File: src/rtl/irda_cfg_pkg.sv
package irda_cfg_pkg;
    localparam int PSC_W       = 8;   // prescaler width
    localparam int BIT_TICKS   = 16;  // 16x ticks per bit
    localparam int PULSE_TICKS = 3;   // normal-mode pulse length in ticks
    localparam int LP_MULT     = 3;   // low-power pulse length in prescaler periods
    localparam int GLITCH_MULT = 2;   // accept threshold in prescaler periods
    localparam int SYNC_STAGES = 2;   // receive synchronizer depth
endpackage

File: src/rtl/irda_sync.sv
module irda_sync #(
    parameter int STAGES  = 2,
    parameter bit RST_VAL = 1'b1
) (
    input  logic clk,
    input  logic rst_n,
    input  logic d,
    output logic q
);
    logic [STAGES-1:0] sync_d, sync_q;

    always_comb begin
        sync_d = {sync_q[STAGES-2:0], d};
    end

    always_ff @(posedge clk or negedge rst_n) begin
        if (!rst_n) sync_q <= {STAGES{RST_VAL}};
        else        sync_q <= sync_d;
    end

    assign q = sync_q[STAGES-1];
endmodule

File: src/rtl/irda_encoder.sv
module irda_encoder #(
    parameter int PSC_W       = irda_cfg_pkg::PSC_W,
    parameter int BIT_TICKS   = irda_cfg_pkg::BIT_TICKS,
    parameter int PULSE_TICKS = irda_cfg_pkg::PULSE_TICKS,
    parameter int LP_MULT     = irda_cfg_pkg::LP_MULT
) (
    input  logic             clk,
    input  logic             rst_n,
    input  logic             enable,
    input  logic             low_power,
    input  logic [PSC_W-1:0] prescale,
    input  logic             tick16,
    input  logic             tx_bit,
    output logic             ir_tx,
    output logic             busy
);
    localparam int PH_W = $clog2(BIT_TICKS);
    localparam int LPW  = $clog2(LP_MULT * (2**PSC_W - 1) + 1);

    typedef struct packed {
        logic [PH_W-1:0] phase;
        logic            bitq;
        logic            irtx;
        logic [LPW-1:0]  lpcnt;
    } enc_t;

    enc_t st_d, st_q;
    logic off;
    logic [LPW-1:0] lp_len;

    assign off    = !enable || (prescale == '0);
    assign lp_len = LPW'(prescale) * LPW'(LP_MULT);

    always_comb begin
        st_d = st_q;
        if (off) begin
            st_d.phase = '0;
            st_d.bitq  = 1'b1;
            st_d.irtx  = 1'b0;
            st_d.lpcnt = '0;
        end else begin
            // low-power pulse length counted in clocks
            if (low_power && st_q.irtx) begin
                if (st_q.lpcnt <= LPW'(1)) st_d.irtx = 1'b0;
                if (st_q.lpcnt != '0)      st_d.lpcnt = st_q.lpcnt - LPW'(1);
            end
            // tick-driven bit sampling has priority over the pulse end
            if (tick16) begin
                st_d.phase = (st_q.phase == PH_W'(BIT_TICKS - 1)) ? '0 : st_q.phase + PH_W'(1);
                if (st_q.phase == '0) begin
                    st_d.bitq = tx_bit;
                    if (!tx_bit) begin
                        st_d.irtx  = 1'b1;
                        st_d.lpcnt = lp_len;
                    end
                end else if (!low_power && st_q.phase == PH_W'(PULSE_TICKS)) begin
                    st_d.irtx = 1'b0;
                end
            end
        end
    end

    always_ff @(posedge clk or negedge rst_n) begin
        if (!rst_n) begin
            st_q.phase <= '0;
            st_q.bitq  <= 1'b1;
            st_q.irtx  <= 1'b0;
            st_q.lpcnt <= '0;
        end else begin
            st_q <= st_d;
        end
    end

    assign ir_tx = st_q.irtx;
    assign busy  = st_q.irtx | ~st_q.bitq;

    assert_tx_idle_off_R7: assert property (@(posedge clk) disable iff (!rst_n)
        off |=> !st_q.irtx);

    assert_normal_start_R2: assert property (@(posedge clk) disable iff (!rst_n)
        (!low_power && $rose(st_q.irtx)) |-> $past(tick16 && st_q.phase == '0 && !tx_bit));

    assert_lp_count_live_R3: assert property (@(posedge clk) disable iff (!rst_n)
        (low_power && !off && st_q.irtx) |-> (st_q.lpcnt != '0));
endmodule

File: src/rtl/irda_decoder.sv
module irda_decoder #(
    parameter int PSC_W       = irda_cfg_pkg::PSC_W,
    parameter int BIT_TICKS   = irda_cfg_pkg::BIT_TICKS,
    parameter int GLITCH_MULT = irda_cfg_pkg::GLITCH_MULT
) (
    input  logic             clk,
    input  logic             rst_n,
    input  logic             enable,
    input  logic [PSC_W-1:0] prescale,
    input  logic             tick16,
    input  logic             busy,
    input  logic             rx_s,
    output logic             rx_bit
);
    localparam int CW = $clog2(GLITCH_MULT * (2**PSC_W - 1) + 1);
    localparam int SW = $clog2(BIT_TICKS + 1);

    typedef struct packed {
        logic [CW-1:0] cnt;
        logic [SW-1:0] seen;
        logic          hold;
        logic          out;
        logic          prev;
    } dec_t;

    dec_t st_d, st_q;
    logic off, fall, accept;
    logic [CW-1:0] thr;

    assign off    = !enable || (prescale == '0);
    assign thr    = CW'(prescale) * CW'(GLITCH_MULT);
    assign fall   = st_q.prev & ~rx_s;
    assign accept = !rx_s && (st_q.cnt == thr - CW'(1));

    always_comb begin
        st_d      = st_q;
        st_d.prev = rx_s;
        if (off || busy) begin
            st_d.cnt  = '0;
            st_d.seen = SW'(BIT_TICKS);
            st_d.hold = 1'b0;
            st_d.out  = 1'b1;
        end else begin
            // low-time counter restarts whenever the line is high
            if (rx_s)                st_d.cnt = '0;
            else if (st_q.cnt < thr) st_d.cnt = st_q.cnt + CW'(1);
            // ticks since the latest falling edge
            if (fall)
                st_d.seen = '0;
            else if (tick16 && st_q.seen < SW'(BIT_TICKS))
                st_d.seen = st_q.seen + SW'(1);
            if (accept) begin
                st_d.out  = 1'b0;
                st_d.hold = 1'b1;
            end else if (st_q.hold && st_q.seen == SW'(BIT_TICKS)) begin
                st_d.out  = 1'b1;
                st_d.hold = 1'b0;
            end
        end
    end

    always_ff @(posedge clk or negedge rst_n) begin
        if (!rst_n) begin
            st_q.cnt  <= '0;
            st_q.seen <= SW'(BIT_TICKS);
            st_q.hold <= 1'b0;
            st_q.out  <= 1'b1;
            st_q.prev <= 1'b1;
        end else begin
            st_q <= st_d;
        end
    end

    assign rx_bit = st_q.out;

    assert_rx_idle_off_R7: assert property (@(posedge clk) disable iff (!rst_n)
        off |=> st_q.out);

    assert_echo_blocked_R8: assert property (@(posedge clk) disable iff (!rst_n)
        busy |=> st_q.out);

    assert_accept_len_R5: assert property (@(posedge clk) disable iff (!rst_n)
        $fell(st_q.out) |-> $past(!rx_s && st_q.cnt == thr - CW'(1)));

    assert_low_has_hold_R6: assert property (@(posedge clk) disable iff (!rst_n)
        !st_q.out |-> st_q.hold);
endmodule

File: src/rtl/irda_sir_codec.sv
module irda_sir_codec #(
    parameter int PSC_W       = irda_cfg_pkg::PSC_W,
    parameter int BIT_TICKS   = irda_cfg_pkg::BIT_TICKS,
    parameter int PULSE_TICKS = irda_cfg_pkg::PULSE_TICKS,
    parameter int LP_MULT     = irda_cfg_pkg::LP_MULT,
    parameter int GLITCH_MULT = irda_cfg_pkg::GLITCH_MULT,
    parameter int SYNC_STAGES = irda_cfg_pkg::SYNC_STAGES
) (
    input  logic             clk,
    input  logic             rst_n,
    input  logic             enable,
    input  logic             low_power,
    input  logic [PSC_W-1:0] prescale,
    input  logic             tick16,
    input  logic             tx_bit,
    input  logic             ir_rx,
    output logic             ir_tx,
    output logic             rx_bit
);
    logic tx_busy;
    logic rx_sync;

    irda_encoder #(
        .PSC_W(PSC_W), .BIT_TICKS(BIT_TICKS),
        .PULSE_TICKS(PULSE_TICKS), .LP_MULT(LP_MULT)
    ) u_enc (
        .clk(clk), .rst_n(rst_n), .enable(enable), .low_power(low_power),
        .prescale(prescale), .tick16(tick16), .tx_bit(tx_bit),
        .ir_tx(ir_tx), .busy(tx_busy)
    );

    irda_sync #(.STAGES(SYNC_STAGES), .RST_VAL(1'b1)) u_sync (
        .clk(clk), .rst_n(rst_n), .d(ir_rx), .q(rx_sync)
    );

    irda_decoder #(
        .PSC_W(PSC_W), .BIT_TICKS(BIT_TICKS), .GLITCH_MULT(GLITCH_MULT)
    ) u_dec (
        .clk(clk), .rst_n(rst_n), .enable(enable), .prescale(prescale),
        .tick16(tick16), .busy(tx_busy), .rx_s(rx_sync), .rx_bit(rx_bit)
    );
endmodule

File: config.mk
export PLATFORM = sky130hd
export DESIGN_NAME = irda_sir_codec
export DESIGN_NICKNAME = d
export VERILOG_FILES = /design/src/rtl/irda_cfg_pkg.sv /design/src/rtl/irda_sync.sv /design/src/rtl/irda_encoder.sv /design/src/rtl/irda_decoder.sv /design/src/rtl/irda_sir_codec.sv
export SDC_FILE = /design/constraint.sdc
export NUM_CORES = 1
export LEC_CHECK = 0
export BUFFER_PORTS_ARGS = -buffer_cell sky130_fd_sc_hd__buf_2
export CAP_MARGIN = 5
export CORE_MARGIN = 3
export CORE_UTILIZATION = 55
export CTS_CLUSTER_SIZE = 40
export DETAILED_ROUTE_END_ITERATION = 10
export PLACE_DENSITY_LB_ADDON = 0.3
export SETUP_SLACK_MARGIN = 0.5
export SKIP_CTS_REPAIR_TIMING = 1
export SLEW_MARGIN = 20
export SYNTH_ARGS = -nofsm -noshare
export SYNTH_HDL_FRONTEND = slang
export SYNTH_SLANG_ARGS = --single-unit
File: constraint.sdc
create_clock -name clk -period 3.3 [get_ports clk]
set_input_delay 0.825 -clock clk [delete_from_list [all_inputs] [get_ports clk]]
set_output_delay 0.825 -clock clk [all_outputs]
set_load 0.05 [all_outputs]
==> impl_metrics.toml, run 1 <==
[outcome]
status = "completed"

[worst_setup_path]
cp-end-kind = "flop"
critPathBufInv = 2
slowest_stage = "or4_1"
critPathRequiredTime_ps = 3520
path_class = "input port to flop"
crit_chain = "buf_2 > inv_1 > ha_1 > a2111o_1 > o21a_1 > or4_1 > a21oi_1"
critPathMaxFanout = 12
setup.worst_path.start_class = "input port"
slowest_delay_ps = 510
critical_path_arrival_ps = 2710
path_delay_family = "compound AO/OA/AOI/OAI gates"

[yosys]
yosys.cell_types.count = 48
synth_nets = 360
synth_warnings = 0
synth_edf_count = 0
yosysSeqAreaShare_pct = 31.95
ys_async_sr_fraction_pct = 100.0
synth_seq_cells = 35
syn_area_mm2 = 0.002765
syn_inst = 309
syn_area_per_cell_um2 = 8.949
synthFlopType = "dfrtp_1"

[placed_design]
placed_cells = 386
io_buffers = 16
place_congestion = 0.8303
hpwl_um = 4367

[floorplanning]
start_util_pct = 57.78
die_w_um = 76.91
ios = 17
fp.dieArea_mm2 = 0.005914
die_h_um = 76.91
rows = 25
coreArea_mm2 = 0.004786

[detailed_routing]
ant_nets = 0
first_iter_violations = 106
wl_per_cell_um = 14.42
totalWireLength_um = 5682
first_pass_iters = 4
viasPerCell = 5.685
drc = 0
via_count = 2240

[power]
swShare_pct = 30.21
irDropWorstVdd_mv = 0.2726
p_leak_nw = 1.302
power_density_mw_per_mm2 = 342.3
pwr-share-seq_pct = 46.2
clkPwrFrac_pct = 31.0
power_w = 0.001022
switchingPower_w = 0.0003089
p_comb_share_pct = 22.8
p_int_w = 0.0007135

[timing]
finalSetupViolCount = 0
finalCritPeriodShare_pct = 75.53
finalCriticalPeriod_ps = 2492
final-hold-violation-count = 0
slew_violations = 0
worst_pin_slew_ps = 762.6
skew_ps = 10.71
grt_setup_unrepaired = "no"
setup_tns_ps = 0
relSlewSlack_pct = 49.16
timing.fmax_mhz = 401.2

[cells_and_area]
multi_input_area_mm2 = 0.001758
fillers = 414
final-instance-count-excl-fill = 394
seqCellArea_um2 = 883.3
area_growth_pct = 8.009
num_antenna_cells = 0
fin_nets = 377
drive_gt1_share_pct = 11.01

[clock_network]
tritoncts = "yes"
clk_path_buf_depth = 2
htreeDepth = 2
cts_sinks = 35
clk_latency_ps = 290
cts_root_buf = "clkbuf_8"
cts_made_buffers = 5
cts.clk_slew.worst_paths_ps = 70

[hold_path]
min_path_type = "flop to flop"

[grt]
grt_max_degree = 36
grt_use_total_pct = 21.02
grt_pass1_wl_um = 10220
gr-total-overflow = 0
antenna_found_initial = 0
grt_pass1_vias = 2272

[run]
maxCapViolCount = 0
-- synth_stat cells, types with 5 or more instances --
cell | count | area share, %
ha_1 | 35 | 16
a211oi_1 | 5 | 1.4
nand4_1 | 7 | 1.6
nand2_1 | 20 | 2.7
nor3_1 | 6 | 1.1
nor2b_1 | 5 | 1.1
inv_1 | 22 | 3.0
o21ai_0 | 16 | 2.9
dfrtp_1 | 29 | 26
nor4_1 | 6 | 1.4
xnor2_1 | 17 | 5.4
a21oi_1 | 18 | 3.3
o31ai_1 | 5 | 1.4
or4_1 | 5 | 1.4
xor2_1 | 8 | 2.5
nor2_1 | 29 | 3.9
dfstp_2 | 6 | 5.7
nand3_1 | 11 | 2.0
nand2b_1 | 10 | 2.3
mux2i_1 | 5 | 1.8
-- cells in the final DEF (no fill, tap or decap), types with 2 or more instances in the layout --
cell type | Yosys | final
and4bb_2 | 3 | 3
o21ai_0 | 16 | 16
nand4_1 | 7 | 7
mux2_2 | 2 | 2
nor2_1 | 29 | 29
xor2_1 | 8 | 8
nand3b_1 | 2 | 2
nand3_1 | 11 | 11
a21oi_1 | 18 | 18
nand2_1 | 20 | 20
o41ai_1 | 2 | 2
o21a_1 | 3 | 3
mux2i_1 | 5 | 5
a211oi_1 | 5 | 5
nand2b_1 | 10 | 10
nor3_1 | 6 | 6
a31oi_1 | 2 | 2
nor4_1 | 6 | 6
a41oi_1 | 2 | 2
ha_1 | 35 | 35
o211ai_1 | 2 | 2
o31ai_1 | 5 | 5
or4_1 | 5 | 5
clkbuf_8 | 0 | 6
inv_1 | 22 | 22
buf_2 | 2 | 16
nor2b_1 | 5 | 5
dfrtp_1 | 29 | 29
dfstp_2 | 6 | 6
xnor2_1 | 17 | 17
nor3b_1 | 2 | 2
or3_1 | 3 | 3
-- worst paths after layout --
check / from / endpoint / slack [ps] / cells after the start
worst min register to register: u_sync.sync_q[0] / u_sync.sync_q[1] / 360 / 0
worst min-delay path: u_sync.sync_q[0] / u_sync.sync_q[1] / 360 / 0
worst max-delay path: prescale[5] / u_dec.st_q[11] / 810 / 7
max in group asynchronous: rst_n / u_dec.st_q[16] / 2200 / 1
min in group asynchronous: rst_n / u_enc.st_q[0] / 600 / 1
worst max register to register: u_dec.st_q[14] / u_dec.st_q[11] / 1110 / 5
-- logic make-up after synthesis --
| kind of cell | after synthesis | synth area share, % |
|---|---|---|
| AOI/OAI and AO/OA | 64 | 14.89 |
| xor gates and xnor gates | 25 | 7.919 |
| adders and majority gates | 36 | 16.56 |
| buffers and inverters | 29 | 4.480 |
| DFF | 35 | 31.95 |
| muxes | 7 | 2.624 |
| and+or+nand+nor | 113 | 21.58 |
-- power groups by stage --
| stage | Combinational (W) | Sequential, W | Clock [W] |
|---|---|---|---|
| final | 0.000233 | 0.000472 | 0.000317 |
| after global routing | 0.000266 | 0.000475 | 0.000343 |
| after CTS | 0.000235 | 0.000472 | 0.000323 |
| after detailed placement | 0.000233 | 0.000480 | 0 |
| after global placement | 0.000227 | 0.000479 | 0 |
| after floorplan | 0.000166 | 0.000478 | 0 |
-- sequential cells by signal (all words and copies together), names as in the netlist --
| name | count |
|---|---|
| u_enc.st_q | 15 |
| u_dec.rx_bit | 1 |
| u_sync.sync_q | 2 |
| u_dec.st_q | 16 |
| u_enc.ir_tx | 1 |
-- layer usage --
layer  part of all wire (%)  GRT usage, %
met1                     46         26.12
met2                     50         37.80
met3                    2.8         2.817
met4                    1.1         5.978
met5                      0             0
-- worst register-to-register path, cell delays in order (launching register included) --
cell and delay, ps:
dfrtp_1 470, ha_1 320, a2111o_1 370, o21a_1 300
or4_1 510, a21oi_1 150
-- cell type report --
class / instances / share of cell area (%)
tap: 67 / 2.807
clock inverter: 1 / 0.1676
clock buffer: 7 / 2.891
multi-input combinational: 245 / 58.86
timing repair buffer: 17 / 2.933
sequential: 35 / 29.58
inverter: 22 / 2.765
-- per-stage QoR --
step / hold slack, ps / cell area [µm²] / worst slack (ps) / utilization [%]
after floorplan: 345.2 / 2765 / 756.4 / -
after global placement: 345.9 / 2895 / 502.2 / 60.50
after detailed placement: 349.5 / 2895 / 519.6 / 60.50
after CTS: 358.6 / 2987 / 824.2 / 62.41
after global routing: 360.9 / 2987 / 703.2 / 62.41
final: 357.0 / 2987 / 807.6 / 62.41
Note: power is estimated with default switching activity, not from simulation.
==> run 2: changes to the inputs <==
ABC_AREA = 1   (was default)
clock period = 2.6 ns   (was 3.3 ns; I/O delays follow)
==> impl_metrics.toml, run 2 <==
[outcome]
status = "completed"

[yosys]
synthMostInstantiatedCell = "nand2_1"
syn_area_per_cell_um2 = 7.149
synth_seq_cells = 35
synth_largest_area_cell = "dfrtp_1"
syn_area_mm2 = 0.003174
yosysSeqAreaShare_pct = 27.83
synth_area_leaders = "dfrtp_1, nand2_1, ha_1, nand3_1, inv_1"
synthTopCellsByCount = "nand2_1, inv_1, nand3_1"
ys_async_sr_fraction_pct = 100.0
synth_nets = 495
synthFlopType = "dfrtp_1"
syn_inst = 444
synth_edf_count = 0
yosys.cell_types.count = 40
synth.top_cell.area_share_pct = 22.86
synth_warnings = 0

[clock_network]
cts_made_buffers = 5
tritoncts = "yes"
cts_root_buf = "clkbuf_8"
cts.clk_slew.worst_paths_ps = 70
clk_path_buf_depth = 2
htreeDepth = 2
clk_latency_ps = 290
cts_sinks = 35

[worst_setup_path]
r2r_setup_slack_ps = 760
cp-end-kind = "flop"
setup.worst_path.start_class = "input port"
regToRegEndpoint = "u_enc.st_q[8]"
path_class = "input port to flop"
worstReg2RegStart = "u_enc.st_q[0]"
critical_path_arrival_ps = 2120
critPathMaxFanout = 11
rr_worst_depth = 10
critPathRequiredTime_ps = 2770

[cells_and_area]
num_antenna_cells = 0
fin_nets = 515
design_area_mm2 = 0.003437
fillers = 528
area_growth_pct = 8.278
layout_commonest_cell = "nand2_1"
final_cell_mix = "nand2_1, inv_1, nand3_1, ha_1"
reg_top3 = "u_dec.st_q: 16 flops, u_enc.st_q: 15 flops, u_sync.sync_q: 2 flops"
regMostFlops = "u_dec.st_q"
largest_reg_flops = 16
drive_gt1_share_pct = 13.98

[timing]
final-hold-violation-count = 0
slew_violations = 0
grt_setup_unrepaired = "no"
skew_ps = 5.089
finalCriticalPeriod_ps = 1947
setup_tns_ps = 0
whs_ps = 357.7
finalCritPeriodShare_pct = 74.90
finalSetupViolCount = 0
timing.fmax_mhz = 513.5
relSlewSlack_pct = 48.46
worst_pin_slew_ps = 773.1

[hold_path]
worst_hold_path.num_cells = 0
min_path_type = "flop to flop"
whs_endpoint = "u_sync.sync_q[1]"
holdCritStartpoint = "u_sync.sync_q[0]"

[placed_design]
io_buffers = 16
place_congestion = 0.8902
place_area_mm2 = 0.003314
hpwl_um = 5603

[floorplanning]
ios = 17
start_util_pct = 57.29
die_w_um = 81.97
die_h_um = 81.97
coreArea_mm2 = 0.005540
rows = 27
fp.dieArea_mm2 = 0.006719

[power]
irDropWorstVdd_mv = 0.3288
power_density_mw_per_mm2 = 415.2
p_leak_nw = 1.743

[grt]
grt_max_degree = 36
grt_pass1_vias = 2685
antenna_found_initial = 0
gr-total-overflow = 0
grt_use_total_pct = 22.59
grt_pass1_wl_um = 11720

[detailed_routing]
via_count = 2842
ant_nets = 0
first_pass_iters = 4
totalWireLength_um = 6984
wl_per_cell_um = 13.01
viasPerCell = 5.292
first_iter_violations = 164
drc = 0

[run]
maxCapViolCount = 0
-- run 2: power by group --
group	total (W)	switching [W]	internal [W]
Clock	0.000383	0.000196	0.000187
Sequential	0.000611	0.0000354	0.000576
Combinational	0.000433	0.000282	0.000151
Total	0.00143	0.000513	0.000914
-- run 2: how the worst max path moves through the flow --
stage / start / endpoint / slack (ps)
finish: prescale[5] / u_dec.st_q[15] / 650
global placement: prescale[5] / u_dec.st_q[14] / 320
floorplan: prescale[2] / u_dec.st_q[14] / 720
global route: prescale[2] / u_dec.st_q[15] / 510
detailed placement: prescale[2] / u_dec.st_q[15] / 270
CTS: prescale[2] / u_dec.st_q[15] / 580
-- run 2: per-stage QoR --
step	cells	total power (W)	util (%)	worst slack [ps]
after floorplan	444	0.0009373	-	719.2
after global placement	526	0.001034	59.82	316.7
after detailed placement	526	0.001044	59.82	270.0
after CTS	534	0.001432	61.36	578.5
after global routing	537	0.001526	62.04	511.8
final	537	0.001427	62.04	652.6
-- run 2: logic make-up after synthesis --
logic type | count (synthesis) | synth area share (%)
xor+xnor | 14 | 3.863
flops | 35 | 27.83
fa+ha+maj | 36 | 14.43
compound gates | 48 | 8.829
simple gates | 241 | 36.38
buf+inv | 70 | 8.672
-- run 2: layer usage --
metal	track usage [%]	part of all wire, %
met1	26.90	45
met2	39.82	50
met3	4.715	2.8
met4	8.306	1.7
met5	0	0
-- run 2: worst max-delay path: stages --
cell	delay, ps
buf_2	120
inv_1	110
ha_1	240
nand2_1	130
o21ai_4	90
inv_4	120
nand3_4	190
nor2_8	220
nand2_8	90
nand2_1	100
nand2_1	60
-- run 2: cell type report --
cell class / instances / area [µm²] / share of cell area (%)
multi-input cells: 340 / 2036 / 59.23
flip-flops and latches: 35 / 883.3 / 25.70
inverters: 64 / 247.7 / 7.208
repair buffers: 18 / 95.09 / 2.767
well taps: 72 / 90.09 / 2.621
clock buffers: 6 / 72.57 / 2.111
clock inverters: 2 / 12.51 / 0.3640
